`src/rtl/pnq_pkg.sv`:
```
// Shared sizes and the event bundle for the packet number queue bank.
// Assumes the bus engine and firmware run on the same clock as the bank.
package pnq_pkg;
    localparam int PNQ_NUM_EP   = 16;
    localparam int PNQ_TX_DEPTH = 5;
    localparam int PNQ_RX_DEPTH = 16;
    localparam int PNQ_PN_W     = 6;

    typedef struct packed {
        logic rx;        // receive push accepted
        logic tx;        // transmit head popped
        logic tx_drain;  // enabled endpoint queue drained
    } pnq_evt_t;
endpackage

```
`src/rtl/pnq_fifo.sv`:
```
// Circular first-in first-out queue of packet numbers with any depth of 2 or more.
// A push is accepted only when the queue is not full, and a pop only when it is
// not empty. Both are judged on the occupancy before the clock edge.
// Assumes the caller treats push_ok and pop_ok as the only proof of acceptance.
module pnq_fifo #(
    parameter int DEPTH = 5,
    parameter int W     = 6
) (
    input  logic            clk,
    input  logic            rst_n,
    input  logic            push,
    input  logic [W-1:0]    din,
    input  logic            pop,
    output logic [W-1:0]    head,
    output logic [$clog2(DEPTH+1)-1:0] count,
    output logic            empty,
    output logic            full,
    output logic            push_ok,
    output logic            pop_ok
);
    localparam int CW = $clog2(DEPTH + 1);
    localparam int PW = (DEPTH > 1) ? $clog2(DEPTH) : 1;

    logic [W-1:0]  mem [DEPTH];
    logic [PW-1:0] rd_ptr;
    logic [PW-1:0] wr_ptr;
    logic [CW-1:0] cnt;

    function automatic logic [PW-1:0] bump(input logic [PW-1:0] p);
        return (p == PW'(DEPTH - 1)) ? '0 : p + 1'b1;
    endfunction

    assign full    = (cnt == CW'(DEPTH));
    assign empty   = (cnt == '0);
    assign push_ok = push && !full;
    assign pop_ok  = pop && !empty;
    assign head    = mem[rd_ptr];
    assign count   = cnt;

    // Storage: write the accepted packet number at the tail.
    always_ff @(posedge clk) begin
        if (push_ok) mem[wr_ptr] <= din;
    end

    // Pointers: advance tail on push and head on pop, wrapping at DEPTH.
    always_ff @(posedge clk) begin
        if (!rst_n) begin
            rd_ptr <= '0;
            wr_ptr <= '0;
        end else begin
            if (push_ok) wr_ptr <= bump(wr_ptr);
            if (pop_ok)  rd_ptr <= bump(rd_ptr);
        end
    end

    // Occupancy: follow accepted pushes and pops.
    always_ff @(posedge clk) begin
        if (!rst_n) begin
            cnt <= '0;
        end else begin
            case ({push_ok, pop_ok})
                2'b10:   cnt <= cnt + 1'b1;
                2'b01:   cnt <= cnt - 1'b1;
                default: cnt <= cnt;
            endcase
        end
    end

    p_no_overflow_r3: assert property (@(posedge clk) disable iff (!rst_n)
        (push && full && !pop) |=> (count == CW'(DEPTH)));
    p_no_underflow_r4: assert property (@(posedge clk) disable iff (!rst_n)
        (pop && empty && !push) |=> empty);
    p_pushpop_hold_r11: assert property (@(posedge clk) disable iff (!rst_n)
        (push_ok && pop_ok) |=> $stable(count));
    p_count_bound_r1: assert property (@(posedge clk) disable iff (!rst_n)
        count <= CW'(DEPTH));
endmodule

```
`src/rtl/pnq_tx_bank.sv`:
```
// One transmit queue per endpoint. Firmware pushes to the selected endpoint and
// the bus engine pops the endpoint it has just served. The bank packs the status
// and flags a pop that leaves an enabled queue empty.
// Assumes sel and pop_ep are already valid endpoint numbers.
module pnq_tx_bank #(
    parameter int NUM_EP = 16,
    parameter int DEPTH  = 5,
    parameter int W      = 6
) (
    input  logic                      clk,
    input  logic                      rst_n,
    input  logic                      push,
    input  logic [$clog2(NUM_EP)-1:0] sel,
    input  logic [W-1:0]              din,
    input  logic                      pop,
    input  logic [$clog2(NUM_EP)-1:0] pop_ep,
    input  logic [NUM_EP-1:0]         ep_en,
    output logic [W-1:0]              head,
    output logic [2*NUM_EP-1:0]       stat,
    output logic                      push_rej,
    output logic                      pop_rej,
    output logic                      pop_done,
    output logic                      drained
);
    localparam int CW = $clog2(DEPTH + 1);

    logic [NUM_EP-1:0] push_v, pop_v, push_ok_v, pop_ok_v, empty_v, full_v;
    logic [W-1:0]      head_a [NUM_EP];
    logic [CW-1:0]     cnt_a  [NUM_EP];

    for (genvar i = 0; i < NUM_EP; i++) begin : g_ep
        assign push_v[i] = push && (sel == i);
        assign pop_v[i]  = pop && (pop_ep == i);

        pnq_fifo #(.DEPTH(DEPTH), .W(W)) u_q (
            .clk     (clk),
            .rst_n   (rst_n),
            .push    (push_v[i]),
            .din     (din),
            .pop     (pop_v[i]),
            .head    (head_a[i]),
            .count   (cnt_a[i]),
            .empty   (empty_v[i]),
            .full    (full_v[i]),
            .push_ok (push_ok_v[i]),
            .pop_ok  (pop_ok_v[i])
        );

        assign stat[2*i]   = empty_v[i];
        assign stat[2*i+1] = full_v[i];
    end

    // Result of the cycle: refusals, pop success, and drain of an enabled queue.
    always_comb begin
        push_rej = push && !(|push_ok_v);
        pop_rej  = pop && !(|pop_ok_v);
        pop_done = |pop_ok_v;
        drained  = pop_ok_v[pop_ep] && ep_en[pop_ep]
                   && (cnt_a[pop_ep] == CW'(1)) && !push_ok_v[pop_ep];
    end

    assign head = head_a[pop_ep];

    p_drain_leaves_empty_r8: assert property (@(posedge clk) disable iff (!rst_n)
        drained |=> stat[2*$past(pop_ep)]);
endmodule

```
`src/rtl/pnq_rx_path.sv`:
```
// The shared receive queue. The bus engine offers received packet numbers and
// gets an acknowledge only when there is room. Firmware pops from the head.
// Assumes the bus engine keeps a refused packet and retries it later.
module pnq_rx_path #(
    parameter int DEPTH = 16,
    parameter int W     = 6
) (
    input  logic                       clk,
    input  logic                       rst_n,
    input  logic                       push,
    input  logic [W-1:0]               din,
    input  logic                       pop,
    output logic                       ack,
    output logic [W-1:0]               head,
    output logic [$clog2(DEPTH+1)-1:0] count,
    output logic                       empty,
    output logic                       push_rej,
    output logic                       pop_rej
);
    localparam int CW = $clog2(DEPTH + 1);

    logic full, push_ok, pop_ok;

    pnq_fifo #(.DEPTH(DEPTH), .W(W)) u_q (
        .clk     (clk),
        .rst_n   (rst_n),
        .push    (push),
        .din     (din),
        .pop     (pop),
        .head    (head),
        .count   (count),
        .empty   (empty),
        .full    (full),
        .push_ok (push_ok),
        .pop_ok  (pop_ok)
    );

    // Acknowledge and refusal of the current offer and pop.
    always_comb begin
        ack      = push_ok;
        push_rej = push && full;
        pop_rej  = pop && !pop_ok;
    end

    p_rx_ack_grows_r5: assert property (@(posedge clk) disable iff (!rst_n)
        (ack && !pop) |=> (count == $past(count) + CW'(1)));
endmodule

```
`src/rtl/pkt_num_queues.sv`:
```
// Top level of the packet number queue bank. It holds the firmware endpoint
// select register, registers the one-cycle events and keeps the sticky errors.
// Assumes one clock domain and a synchronous active-low reset.
module pkt_num_queues
    import pnq_pkg::*;
#(
    parameter int NUM_EP   = PNQ_NUM_EP,
    parameter int TX_DEPTH = PNQ_TX_DEPTH,
    parameter int RX_DEPTH = PNQ_RX_DEPTH,
    parameter int PN_W     = PNQ_PN_W,
    localparam int EP_W    = $clog2(NUM_EP),
    localparam int RXC_W   = $clog2(RX_DEPTH + 1)
) (
    input  logic              clk,
    input  logic              rst_n,
    input  logic              sel_wr,
    input  logic [EP_W-1:0]   sel_ep,
    input  logic              fw_push,
    input  logic [PN_W-1:0]   fw_pn,
    input  logic [NUM_EP-1:0] ep_tx_en,
    input  logic              bus_done,
    input  logic [EP_W-1:0]   bus_ep,
    output logic [PN_W-1:0]   bus_head_pn,
    input  logic              hw_rx_push,
    input  logic [PN_W-1:0]   hw_rx_pn,
    output logic              rx_ack,
    input  logic              fw_rx_pop,
    output logic [PN_W-1:0]   rx_head_pn,
    output logic [RXC_W-1:0]  rx_count,
    output logic              rx_empty,
    output logic [2*NUM_EP-1:0] tx_stat,
    output logic              ev_rx,
    output logic              ev_tx,
    output logic              ev_tx_empty,
    output logic              err_push_full,
    output logic              err_pop_empty
);
    logic [EP_W-1:0] sel_q;
    logic tx_push_rej, tx_pop_rej, tx_pop_done, tx_drained;
    logic rx_push_rej, rx_pop_rej;
    pnq_evt_t evt_q;

    // Endpoint select register for firmware pushes.
    always_ff @(posedge clk) begin
        if (!rst_n)      sel_q <= '0;
        else if (sel_wr) sel_q <= sel_ep;
    end

    pnq_tx_bank #(.NUM_EP(NUM_EP), .DEPTH(TX_DEPTH), .W(PN_W)) u_tx (
        .clk      (clk),
        .rst_n    (rst_n),
        .push     (fw_push),
        .sel      (sel_q),
        .din      (fw_pn),
        .pop      (bus_done),
        .pop_ep   (bus_ep),
        .ep_en    (ep_tx_en),
        .head     (bus_head_pn),
        .stat     (tx_stat),
        .push_rej (tx_push_rej),
        .pop_rej  (tx_pop_rej),
        .pop_done (tx_pop_done),
        .drained  (tx_drained)
    );

    pnq_rx_path #(.DEPTH(RX_DEPTH), .W(PN_W)) u_rx (
        .clk      (clk),
        .rst_n    (rst_n),
        .push     (hw_rx_push),
        .din      (hw_rx_pn),
        .pop      (fw_rx_pop),
        .ack      (rx_ack),
        .head     (rx_head_pn),
        .count    (rx_count),
        .empty    (rx_empty),
        .push_rej (rx_push_rej),
        .pop_rej  (rx_pop_rej)
    );

    // One-cycle events, registered after the accepted operation.
    always_ff @(posedge clk) begin
        if (!rst_n) begin
            evt_q <= '0;
        end else begin
            evt_q.rx       <= rx_ack;
            evt_q.tx       <= tx_pop_done;
            evt_q.tx_drain <= tx_drained;
        end
    end

    // Sticky error flags, cleared only by reset.
    always_ff @(posedge clk) begin
        if (!rst_n) begin
            err_push_full <= 1'b0;
            err_pop_empty <= 1'b0;
        end else begin
            err_push_full <= err_push_full | tx_push_rej | rx_push_rej;
            err_pop_empty <= err_pop_empty | tx_pop_rej | rx_pop_rej;
        end
    end

    assign ev_rx       = evt_q.rx;
    assign ev_tx       = evt_q.tx;
    assign ev_tx_empty = evt_q.tx_drain;

    p_rx_event_r6: assert property (@(posedge clk) disable iff (!rst_n)
        ev_rx |-> $past(rx_ack));
    p_tx_event_r7: assert property (@(posedge clk) disable iff (!rst_n)
        ev_tx |-> $past(bus_done));
    p_drain_enabled_r8: assert property (@(posedge clk) disable iff (!rst_n)
        ev_tx_empty |-> (ev_tx && $past(ep_tx_en[bus_ep])));
    p_push_sticky_r3: assert property (@(posedge clk) disable iff (!rst_n)
        err_push_full |=> err_push_full);
    p_pop_sticky_r4: assert property (@(posedge clk) disable iff (!rst_n)
        err_pop_empty |=> err_pop_empty);
endmodule

```
`config.mk`:
```
export PLATFORM = sky130hd
export DESIGN_NAME = pkt_num_queues
export DESIGN_NICKNAME = d
export VERILOG_FILES = /design/src/rtl/pnq_pkg.sv /design/src/rtl/pnq_fifo.sv /design/src/rtl/pnq_tx_bank.sv /design/src/rtl/pnq_rx_path.sv /design/src/rtl/pkt_num_queues.sv
export SDC_FILE = /design/constraint.sdc
export NUM_CORES = 1
export LEC_CHECK = 0
export ABC_AREA = 1
export BUFFER_PORTS_ARGS = -buffer_cell sky130_fd_sc_hd__buf_2
export CAP_MARGIN = 0
export CORE_ASPECT_RATIO = 0.6
export CORE_MARGIN = 4
export CORE_UTILIZATION = 31
export CTS_CLUSTER_DIAMETER = 80
export DETAILED_ROUTE_END_ITERATION = 8
export GPL_TIMING_DRIVEN = 0
export HOLD_SLACK_MARGIN = 0.1
export PLACE_DENSITY_LB_ADDON = 0.12
export SYNTH_ARGS = -nofsm -noshare
export SYNTH_HDL_FRONTEND = slang
export SYNTH_SLANG_ARGS = --single-unit
```
`constraint.sdc`:
```
create_clock -name clk -period 2.8 [get_ports clk]
set_input_delay 0.42 -clock clk [delete_from_list [all_inputs] [get_ports clk]]
set_output_delay 0.42 -clock clk [all_outputs]
set_load 0.02 [all_outputs]
```
Yosys cells after proc, flatten, opt, wreduce, memory -nomap -nowiden --
Memories as Yosys holds them, arrays and structs flattened. A register that Yosys moved wholly into a read port is not among the register bits. Cells that the tools add are included.
Operators by class: $add $sub $neg 68, magnitude comparators 2, equality and inequality tests 116, mux-type cells 131, bitwise logic cells 5, reduce and logical (&&, ||, !) cells 149
Operators with widths (count):
- $mux 3 | 66
- $add 3x1->3 const B | 48
- $eq 3x3->1 const B | 48
- $pmux 3 s2 | 16
- $logic_and 1x1->1 | 73
- $eq 4x4->1 const B | 18
- $logic_not 3->1 | 16
- $sub 3x1->3 const B | 16
- $logic_not 1->1 | 38
- $mux 1 | 37
- $eq 2x1->1 const B | 17
- $eq 2x2->1 const B | 17
- $reduce_bool 2->1 | 17
- $eq 4x3->1 const B | 8
- $reduce_or 16->1 | 2
- $bmux 6 s4 | 1
- $eq 4x2->1 const B | 4
- $mux 4 | 4
- $bmux 1 s4 | 3
- $bmux 3 s4 | 1
- $mux 6 | 2
- $pmux 5 s2 | 1
- $add 4x1->4 const B | 2
- $eq 4x1->1 const B | 2
- 10 further kinds | 14
Storage, ports and cells: bits in registers 166, memory bits (writable) 576, logic and storage cells 545, memories 17
Memories:
- u_rx.u_q.mem | depth 16, bits a word 6, rd ports 1, clocked after memory_dff 1, write ports 1, line pnq_fifo.sv:24 | logic [W-1:0] mem [DEPTH];
- u_tx.g_ep[0].u_q.mem | depth 5, bits a word 6, rd ports 1, clocked after memory_dff 1, write ports 1, line pnq_fifo.sv:24
- u_tx.g_ep[10].u_q.mem | depth 5, bits a word 6, rd ports 1, clocked after memory_dff 1, write ports 1, line pnq_fifo.sv:24
- u_tx.g_ep[11].u_q.mem | depth 5, bits a word 6, rd ports 1, clocked after memory_dff 1, write ports 1, line pnq_fifo.sv:24
- u_tx.g_ep[12].u_q.mem | depth 5, bits a word 6, rd ports 1, clocked after memory_dff 1, write ports 1, line pnq_fifo.sv:24
- u_tx.g_ep[13].u_q.mem | depth 5, bits a word 6, rd ports 1, clocked after memory_dff 1, write ports 1, line pnq_fifo.sv:24
- +11 memories

Depth between registers and ports, before layout --
Gate-level depths: netlist of the first run.
depth after elaboration 8, mapped depth 15

By module --
From an unflattened synthesis of the first run, not the netlist that was laid out.
Second synthesis, totals: cells, all modules 4231, area total of the unflattened synthesis 37467.2 um2
By module, submodules not included:
- pnq_fifo (u_tx.g_ep[12].u_q ...) | instances 13, cells each 205, area an instance 1884.3 um2
- pnq_fifo (u_tx.g_ep[0].u_q ...) | instances 3, cells each 205, area an instance 1880.6 um2
- pnq_fifo (u_rx.u_q) | instances 1, cells each 446, area an instance 4934.7 um2
- pnq_tx_bank | instances 1, cells each 457, area an instance 2038.2 um2
- pkt_num_queues | instances 1, cells each 44, area an instance 339.1 um2
- pnq_rx_path | instances 1, cells each 4, area an instance 17.5 um2

Worst setup path after synthesis of the first run --
OpenSTA, ideal clock, no wires.
kind register to register, start point reg u_rx.u_q.cnt[1], in the netlist u_rx.u_q.count[1], end point reg u_rx.u_q.cnt[4], in the netlist u_rx.u_q.count[4], library setup time 0.132 ns, arrival 2.221 ns, setup slack 0.447 ns, cell stages (with the launch flop) 15, cell sequence dfxtp_1 > nor4_2 > nand2_1 > nand2_1 > inv_1 > ha_1 > xor2_1 > ha_1 > inv_1 > nand2_1 > and3_1 > o21bai_1 > nand2_1 > nand2_1 > a21oi_1
Between the ends: longest elaborated chain between the ends 5
RTL lines:
- from (decl) | line pnq_fifo.sv:27 | logic [CW-1:0] cnt;
- from (signal assigned) | line pnq_fifo.sv:62 | 2'b10: cnt <= cnt + 1'b1;
- from (signal assigned) | line pnq_fifo.sv:63 | 2'b01: cnt <= cnt - 1'b1;
- from (signal assigned) | line pnq_fifo.sv:64 | default: cnt <= cnt;
- $eq 5x5->1 / $logic_not 5->1 (equally long branches) | line pnq_fifo.sv:33, pnq_fifo.sv:34
- $logic_not 1->1 (on tied branches) | line pnq_fifo.sv:35, pnq_fifo.sv:36
- $logic_and 1x1->1 (on tied branches) | line pnq_fifo.sv:35, pnq_fifo.sv:36
- $eq 2x1->1 / $eq 2x2->1 (equally long branches) | line pnq_fifo.sv:61 | case ({push_ok, pop_ok})
- $pmux 5 s2 / $reduce_bool 2->1 (equally long branches)
Parallel ways exist; a longest one is shown, timed or not. A chain may end at the register's enable or synchronous reset.

==> reports/qor.yml, run 1 <==
status:
  status: "finished, violations left"
  violations: "setup timing"
worst_hold_path:
  min_from: "hw_rx_pn[4]"
  hold_class: "in2reg"
  hold_end: "u_rx.u_q.mem[4][4]"
  hold_depth: 1
route:
  vias_per_cell: 4.73
  post-route-drc-count: 0
  wire_per_inst_um: 20.1
  dr.pass1.iters: 5
  ant_nets: 0
  wl_um: 108000
  via_count: 25400
  drtIter0Drc: 2315
finish:
  stdcell_count: 5362
  final_cell_mix: "594 x nand2_1, 576 x edfxtp_1, 457 x nor2_1, 410 x inv_1, 212 x a21oi_1"
  layout_commonest_cell: "nand2_1"
  fin_nets: 3936
  final_layout_size_suffix_gt1_share_pct: 16.0
  area_delta_synth_final_pct: 19.1
  fin_area_sq_mm: 0.0421
die:
  chipHeight_um: 269
  std_cell_rows: 95
  dieArea_sq_mm: 0.120
  die_w_um: 444
  start_util_pct: 31.4
  num_io_pins: 99
  core-area_sq_mm: 0.113
pwr:
  clkPwrFrac_pct: 42.3
  net-switching-power_mw: 7.09
  p_per_area_mw_per_mm2: 650
  power_mw: 27.3
  ir_worst_vdd_v: 0.000470
  power_frac_comb_pct: 10.6
  leakage_nw: 15.9
  seq_power_share_pct: 47.1
  sw_frac_of_total_pct: 26.0
  p_int_mw: 20.2
critical_path:
  path_cells: "buf_8 > o211ai_1 > nand3_1 > nand2_2 > nand2_1 > nor2_2 > nor2_2 > nor2_2 > nand2_2 > buf_6"
  setup.worst_path.end_class: "output pin"
  critPathLaunchType: "flop"
  reg2reg_depth: 6
  crit_required_ps: 2380
  crit_buf_inv: 2
  reg2reg_from: "sel_q[1]"
  path_depth: 10
  critical-path-top-delay-family: "simple AND/OR/NAND/NOR gates"
  critPathKind: "reg2out"
  cp_common_cell: "nor2_2"
  crit_fanout: 7
  cp_slowest_cell: "dfxtp_4"
  max_stage_delay_ps: 370
  rr_endpoint: "u_tx.g_ep[10].u_q.mem[0][0]"
  regToRegSetupSlack_ps: 120
  worstPathArrival_ps: 2530
clock_tree:
  clkLatencyLatePin_ps: 700
  cts_buffer_depth: 3
  clkSlewWorstSetupHoldPaths_ps: 60
  cts_tree: "built"
  root_buffer: "clkbuf_16"
  numCtsBuffers: 81
  cts.htree.levels: 3
  clock-sinks: 794
place:
  place_congestion: 0.868
  dpl_cell_area_sq_mm: 0.0379
  hpwl_um: 78100
  portBuffers: 95
  placed_cells: 5181
synthesis:
  ys_seq_area_share_pct: 61.3
  synth_ff_type: "edfxtp_1"
  synth_fp_nets: 3724
  ys_seq_elements: 794
  syn_area_sq_mm: 0.0353
  ys_warn_count: 0
  synthesis.instances: 3576
  ys_types: 44
  syn_avg_cell_area_sq_um: 9.88
  async_flop_share_pct: 0
  synth_edf_count: 576
timing:
  worst_slack_ps: -147
  rsz0062_at_grt: "true"
  skew_ps: 31.5
  fin_crit_ps: 2950
  fmax_mhz: 339
  setup_viol: 6
  setup_tns_ps: -601
  min_period_over_period_pct: 105
  slew_headroom_pct: 12.6
  finalHoldViolCount: 0
  worst_pin_slew_ps: 1300
  slew_viol_final: 0
grt:
  antenna_found_initial: 5
  grt_pass1_wl_um: 158000
  grtUsageMet2_pct: 23.4
  use_met3_pct: 3.41
  grtUsageTotal_pct: 17.7
  overflow: 0
  busiest_layer: "met1"
  globalRouteMet1Util_pct: 29.1
  grt_pass1_vias: 23600
  grt_max_degree: 48
job:
  cap_violations: 0
## kinds of logic (layout without fill, tap and decap cells)
logic type | Yosys count | after routing | share of synthesized area [%]
and+or+nand+nor | 1449 | 1449 | 17.3
AOI/OAI and AO/OA | 606 | 606 | 9.63
other | 0 | 3 | 0
buffers and inverters | 591 | 871 | 6.85
adders and majority gates | 105 | 105 | 4.06
xor gates and xnor gates | 7 | 7 | 0.174
DFF | 794 | 794 | 61.3
muxes | 24 | 24 | 0.680
## repair_timing
action,in CTS,in global routing
buffers inserted,8,6
hold endpoints to repair,13,0
cloned,2,0
pin swaps,67,58
gates resized for setup,272,143
hold buffers,12,0
setup endpoints to repair,76,91
## how the worst max path moves through the flow
stage / start / endpoint / slack (ps)
after floorplan: u_rx.u_q.count[1] / u_rx.u_q.count[4] / 450
after global placement: bus_ep[0] / bus_head_pn[3] / -560
after detailed placement: bus_ep[0] / bus_head_pn[3] / -570
after CTS: flop / bus_head_pn[4] / -280
after global routing: flop / bus_head_pn[0] / -240
final: flop / bus_head_pn[4] / -150
## sequential cells by signal (all words and copies together), names as in the netlist, named ones only
register	count
u_rx.u_q.wr_ptr	4
ev_tx_empty	1
err_push_full	1
u_tx.g_ep.u_q.rd_ptr	48
sel_q	4
u_rx.u_q.rd_ptr	4
u_rx.u_q.mem	96
u_tx.g_ep.u_q.wr_ptr	48
u_tx.g_ep.u_q.mem	480
u_rx.u_q.count	5
ev_rx	1
ev_tx	1
u_tx.g_ep.u_q.count	48
err_pop_empty	1
## cell type report
class | count | area (sq um)
diodes | 3 | 7.51
plain buffers | 141 | 1040
clock buffers | 106 | 2290
clock inverters | 45 | 520
fillers | 11200 | 70500
inverters | 447 | 1700
multi-input cells | 2191 | 12000
flip-flops and latches | 794 | 21700
well taps | 1503 | 1880
repair buffers | 131 | 957
repair inverters | 1 | 7.51
## Yosys cell counts (18+ instances only)
cell type | count | area, sq um
nand2_1 | 643 | 2410
edfxtp_1 | 576 | 17300
nor2_1 | 498 | 1870
inv_1 | 419 | 1570
o21ai_0 | 227 | 1140
dfxtp_1 | 218 | 4360
a21oi_1 | 214 | 1070
nand3_1 | 171 | 856
o211ai_1 | 125 | 938
ha_1 | 89 | 1110
clkbuf_1 | 81 | 304
nor3_1 | 43 | 215
buf_4 | 39 | 293
nor4_1 | 26 | 163
mux2i_1 | 24 | 240
inv_2 | 20 | 75.1
buf_2 | 18 | 90.1
nand3b_1 | 18 | 135
o21ai_1 | 18 | 90.1
## power groups by stage
stage	clock network (mW)	registers (mW)	logic [mW]
floorplan	0	13.1	1.39
global placement	0	13.1	2.54
detailed placement	0	13.1	2.56
CTS	11.9	12.9	2.70
global route	12.4	12.9	3.15
finish	11.6	12.9	2.89
## layer usage
| metal | vias to the layer above | wire [um] |
|---|---|---|
| met5 | - | 0 |
| met2 | 581 | 41700 |
| li1 | 12500 | - |
| met3 | 119 | 6220 |
| met4 | 0 | 2060 |
| met1 | 12200 | 57900 |
## stage by stage
step           setup slack [ps]  hold slack (ps)  utilization (%)
2_1_floorplan               447              427                -
3_3_place_gp               -556              461             33.5
3_5_place_dp               -570              457             33.6
4_1_cts                    -278              103             36.9
5_1_grt                    -241              131             37.4
6_report                   -147              166             37.4
(Power assumes the default switching activity.)
==> inputs of run 2 (changes only) <==
CAP_MARGIN = default   (was 0)
SYNTH_HIERARCHICAL = 1   (was default)
==> run 2 against run 1 <==
  * The run still ends with setup timing left
  * Sequential share of layout area decreased by 2.1 points
  * First-iteration DRC count grew 1.6%
  * Critical endpoint unchanged
  * Global-route usage is 0.15 points lower
  * Largest power group unchanged
==> reports/qor.yml, run 2 <==
synthesis:
  netlist_top_cells_area: "edfxtp_1 46%, nand2_1 13%, dfxtp_1 12%"  # was edfxtp_1 49%, dfxtp_1 12%, nand2_1 6.8%
  ys_top_cells_by_count: "1269 x nand2_1, 577 x inv_1, 576 x edfxtp_1"  # was 643 x nand2_1, 576 x edfxtp_1, 498 x nor2_1
  synth_ff_type: "edfxtp_1"  # unchanged
  syn_area_sq_mm: 0.0375  # was 0.0353 sq mm
  synth_fp_nets: 4378  # was 3724
  ys_seq_elements: 794  # unchanged
  ys_seq_area_share_pct: 57.8  # was 61.3%
  synthesis.instances: 4231  # was 3576
  synth_edf_count: 576  # unchanged
  async_flop_share_pct: 0  # unchanged
  ys_warn_count: 6  # was 0
  ys_types: 34  # was 44
  synth_area_leader_cell: "edfxtp_1"  # unchanged
  yosysMostFrequentCell: "nand2_1"  # unchanged
  syn_avg_cell_area_sq_um: 8.86  # was 9.88 sq um
  synth_top_area_share_pct: 46.2  # was 49.0%
grt:
  antenna_found_initial: 9  # was 5
  grt_max_degree: 58  # was 48
  overflow: 0  # unchanged
  grt_pass1_wl_um: 166000  # was 158000 um
  grt_pass1_vias: 25500  # was 23600
  grtUsageTotal_pct: 17.6  # was 17.7%
pwr:
  leakage_nw: 18.3  # was 15.9 nW
  p_per_area_mw_per_mm2: 624  # was 650 mW/mm^2
  ir_worst_vdd_v: 0.000447  # was 0.000470 V
  power_mw: 27.3  # about the same
critical_path:
  reg2reg_from: "sel_q[1]"  # unchanged
  worstPathArrival_ps: 2740  # was 2530 ps
  rr_endpoint: "u_tx/g_ep[3].u_q/mem[3][2]"  # was u_tx.g_ep[10].u_q.mem[0][0]
  critPathKind: "reg2out"  # unchanged
  crit_fanout: 6  # was 7
  setup.worst_path.end_class: "output pin"  # unchanged
  reg2reg_depth: 4  # was 6
  crit_required_ps: 2380  # about the same
  critPathLaunchType: "flop"  # unchanged
  regToRegSetupSlack_ps: 20  # was 120 ps
finish:
  fin_util_pct: 36.7  # was 37.4%
  n_fill_cell: 12200  # was 11200
  fin_area_sq_mm: 0.0438  # was 0.0421 sq mm
  final_cell_mix: "1222 x nand2_1, 577 x inv_1, 576 x edfxtp_1, 536 x nor2_1, 271 x nand3_1"  # was 594 x nand2_1, 576 x edfxtp_1, 457 x nor2_1, 410 x inv_1, 212 x a21oi_1
  top_register: "u_tx/g_ep.u_q/mem"  # was u_tx.g_ep.u_q.mem
  multi_input_area_sq_mm: 0.0133  # was 0.0120 sq mm
  largestRegisters: "u_tx/g_ep.u_q/mem x480, u_rx/u_q/mem x96"  # was u_tx.g_ep.u_q.mem x480, u_rx.u_q.mem x96
  regArea_sq_mm: 0.0217  # about the same
  fin_nets: 4589  # was 3936
  area_delta_synth_final_pct: 17.0  # was 19.1%
  largest_register_ffs: 480  # unchanged
  layout_commonest_cell: "nand2_1"  # unchanged
  final_layout_size_suffix_gt1_share_pct: 13.3  # was 16.0%
job:
  cap_violations: 0  # unchanged
timing:
  slew_headroom_pct: 6.92  # was 12.6%
  rsz0062_at_grt: "true"  # unchanged
  finalHoldViolCount: 0  # unchanged
  skew_ps: 32.4  # was 31.5 ps
  fin_crit_ps: 3160  # was 2950 ps
  holdWs_ps: 169  # was 166 ps
  setup_tns_ps: -1790  # was -601 ps
  slew_viol_final: 0  # unchanged
  worst_pin_slew_ps: 1390  # was 1300 ps
  worst_slack_ps: -363  # was -147 ps
  fmax_mhz: 316  # was 339 MHz
  min_period_over_period_pct: 113  # was 105%
  setup_viol: 7  # was 6
clock_tree:
  numCtsBuffers: 85  # was 81
  root_buffer: "clkbuf_16"  # unchanged
  clkLatencyLatePin_ps: 680  # was 700 ps
  cts_buffer_depth: 3  # unchanged
  cts_tree: "built"  # unchanged
  clock-sinks: 794  # unchanged
  cts.htree.levels: 3  # unchanged
  clkSlewWorstSetupHoldPaths_ps: 60  # about the same
worst_hold_path:
  min_from: "hw_rx_push"  # was hw_rx_pn[4]
  hold_class: "in2reg"  # unchanged
  hold_end: "err_push_full"  # was u_rx.u_q.mem[4][4]
  hold_depth: 5  # was 1
die:
  chipHeight_um: 277  # was 269 um
  start_util_pct: 31.3  # was 31.4%
  num_io_pins: 99  # unchanged
  die_w_um: 457  # was 444 um
  core-area_sq_mm: 0.120  # was 0.113 sq mm
  dieArea_sq_mm: 0.127  # was 0.120 sq mm
  std_cell_rows: 98  # was 95
route:
  vias_per_cell: 4.54  # was 4.73
  drtIter0Drc: 2353  # was 2315
  ant_nets: 0  # unchanged
  dr.pass1.iters: 5  # unchanged
  wl_um: 113000  # was 108000 um
  wire_per_inst_um: 18.5  # was 20.1 um
  via_count: 27800  # was 25400
  post-route-drc-count: 0  # unchanged
status:
  violations: "setup timing"  # unchanged
  status: "finished, violations left"  # unchanged
place:
  portBuffers: 95  # unchanged
  dpl_cell_area_sq_mm: 0.0401  # was 0.0379 sq mm
  hpwl_um: 81900  # was 78100 um
  place_congestion: 0.847  # was 0.868
==> run 2: cell types whose count changed in the layout (fill, tap and decap cells not counted), sizes merged, moves of 97 or more <==
| cell | delta |
|---|---|
| nand2 | +634 |
| inv | +173 |
| o21ai | -144 |
| nand3 | +103 |
| o211ai | -101 |
| a21oi | -97 |
==> run 2: metal layers <==
layer	part of all wire (%)	GRT usage (%)
met1	54	28.9
met2	37	22.3
met3	6.7	4.13
met4	2.2	4.13
met5	0	0
==> run 2: power breakdown <==
part	switching (mW)	internal (mW)
Sequential	0.115	12.7
Clock	4.89	6.89
Combinational	1.92	0.792
==> run 2: how the worst max path moves through the flow <==
stage | from | end | depth (start not counted) | slack, ps
floorplan | bus_ep[1] | u_tx/g_ep[6].u_q/count[2] | 17 | 150
CTS | flop | bus_head_pn[4] | 12 | -410
finish | flop | bus_head_pn[4] | 12 | -360
global route | flop | bus_head_pn[3] | 12 | -450
global placement | bus_ep[0] | u_tx/g_ep[9].u_q/count[2] | 17 | -1040
detailed placement | bus_ep[0] | u_tx/g_ep[9].u_q/count[2] | 17 | -1090
==> run 2: stage by stage <==
stage / worst slack (ps) / instances
after floorplan: 151 / 4231
after global placement: -1040 / 5926
after detailed placement: -1090 / 5932
after CTS: -406 / 6101
after global routing: -451 / 6116
final: -363 / 6117
==> run 2: cells by family (layout without fill, tap and decap cells) <==
logic type / Yosys count / after routing / share of synthesized area (%)
AO/OA/AOI/OAI: 290 / 290 / 4.53
flip-flops: 794 / 794 / 57.8
XOR/XNOR: 5 / 5 / 0.117
buffers and inverters: 721 / 1004 / 8.17
AND/OR/NAND/NOR: 2317 / 2317 / 25.6
adder cells (fa/ha/maj): 104 / 104 / 3.79
other: 0 / 3 / 0
==> run 2: area by class of cell <==
class                   instances  share of cell area (%)
inverters                     612                    5.27
plain buffers                 108                    1.84
flip-flops and latches        794                    49.5
clock buffers                 129                    5.77
diodes                          3                  0.0171
well taps                    1600                    4.57
repair buffers                125                    1.98
clock inverters                30                   0.794
multi-input cells            2716                    30.3
==> run 2: timing repair <==
action	CTS	global route
buffers inserted	6	12
hold endpoints to repair	4	0
endpoints found under the setup margin	54	112
resized for setup	96	107
pin swaps	33	43
gates cloned	0	1
hold buffers	5	0
==> run 2: critical path, stage by stage (launching register included) <==
cell and delay, ps:
dfxtp_4 370, inv_2 40, buf_6 120, or2_0 190, nand2_1 100, nand2_1 80, nand2_1 60, nand2_1 70
a22oi_2 390, nand2_2 140, nand2_2 80, nand4_1 210, buf_4 240
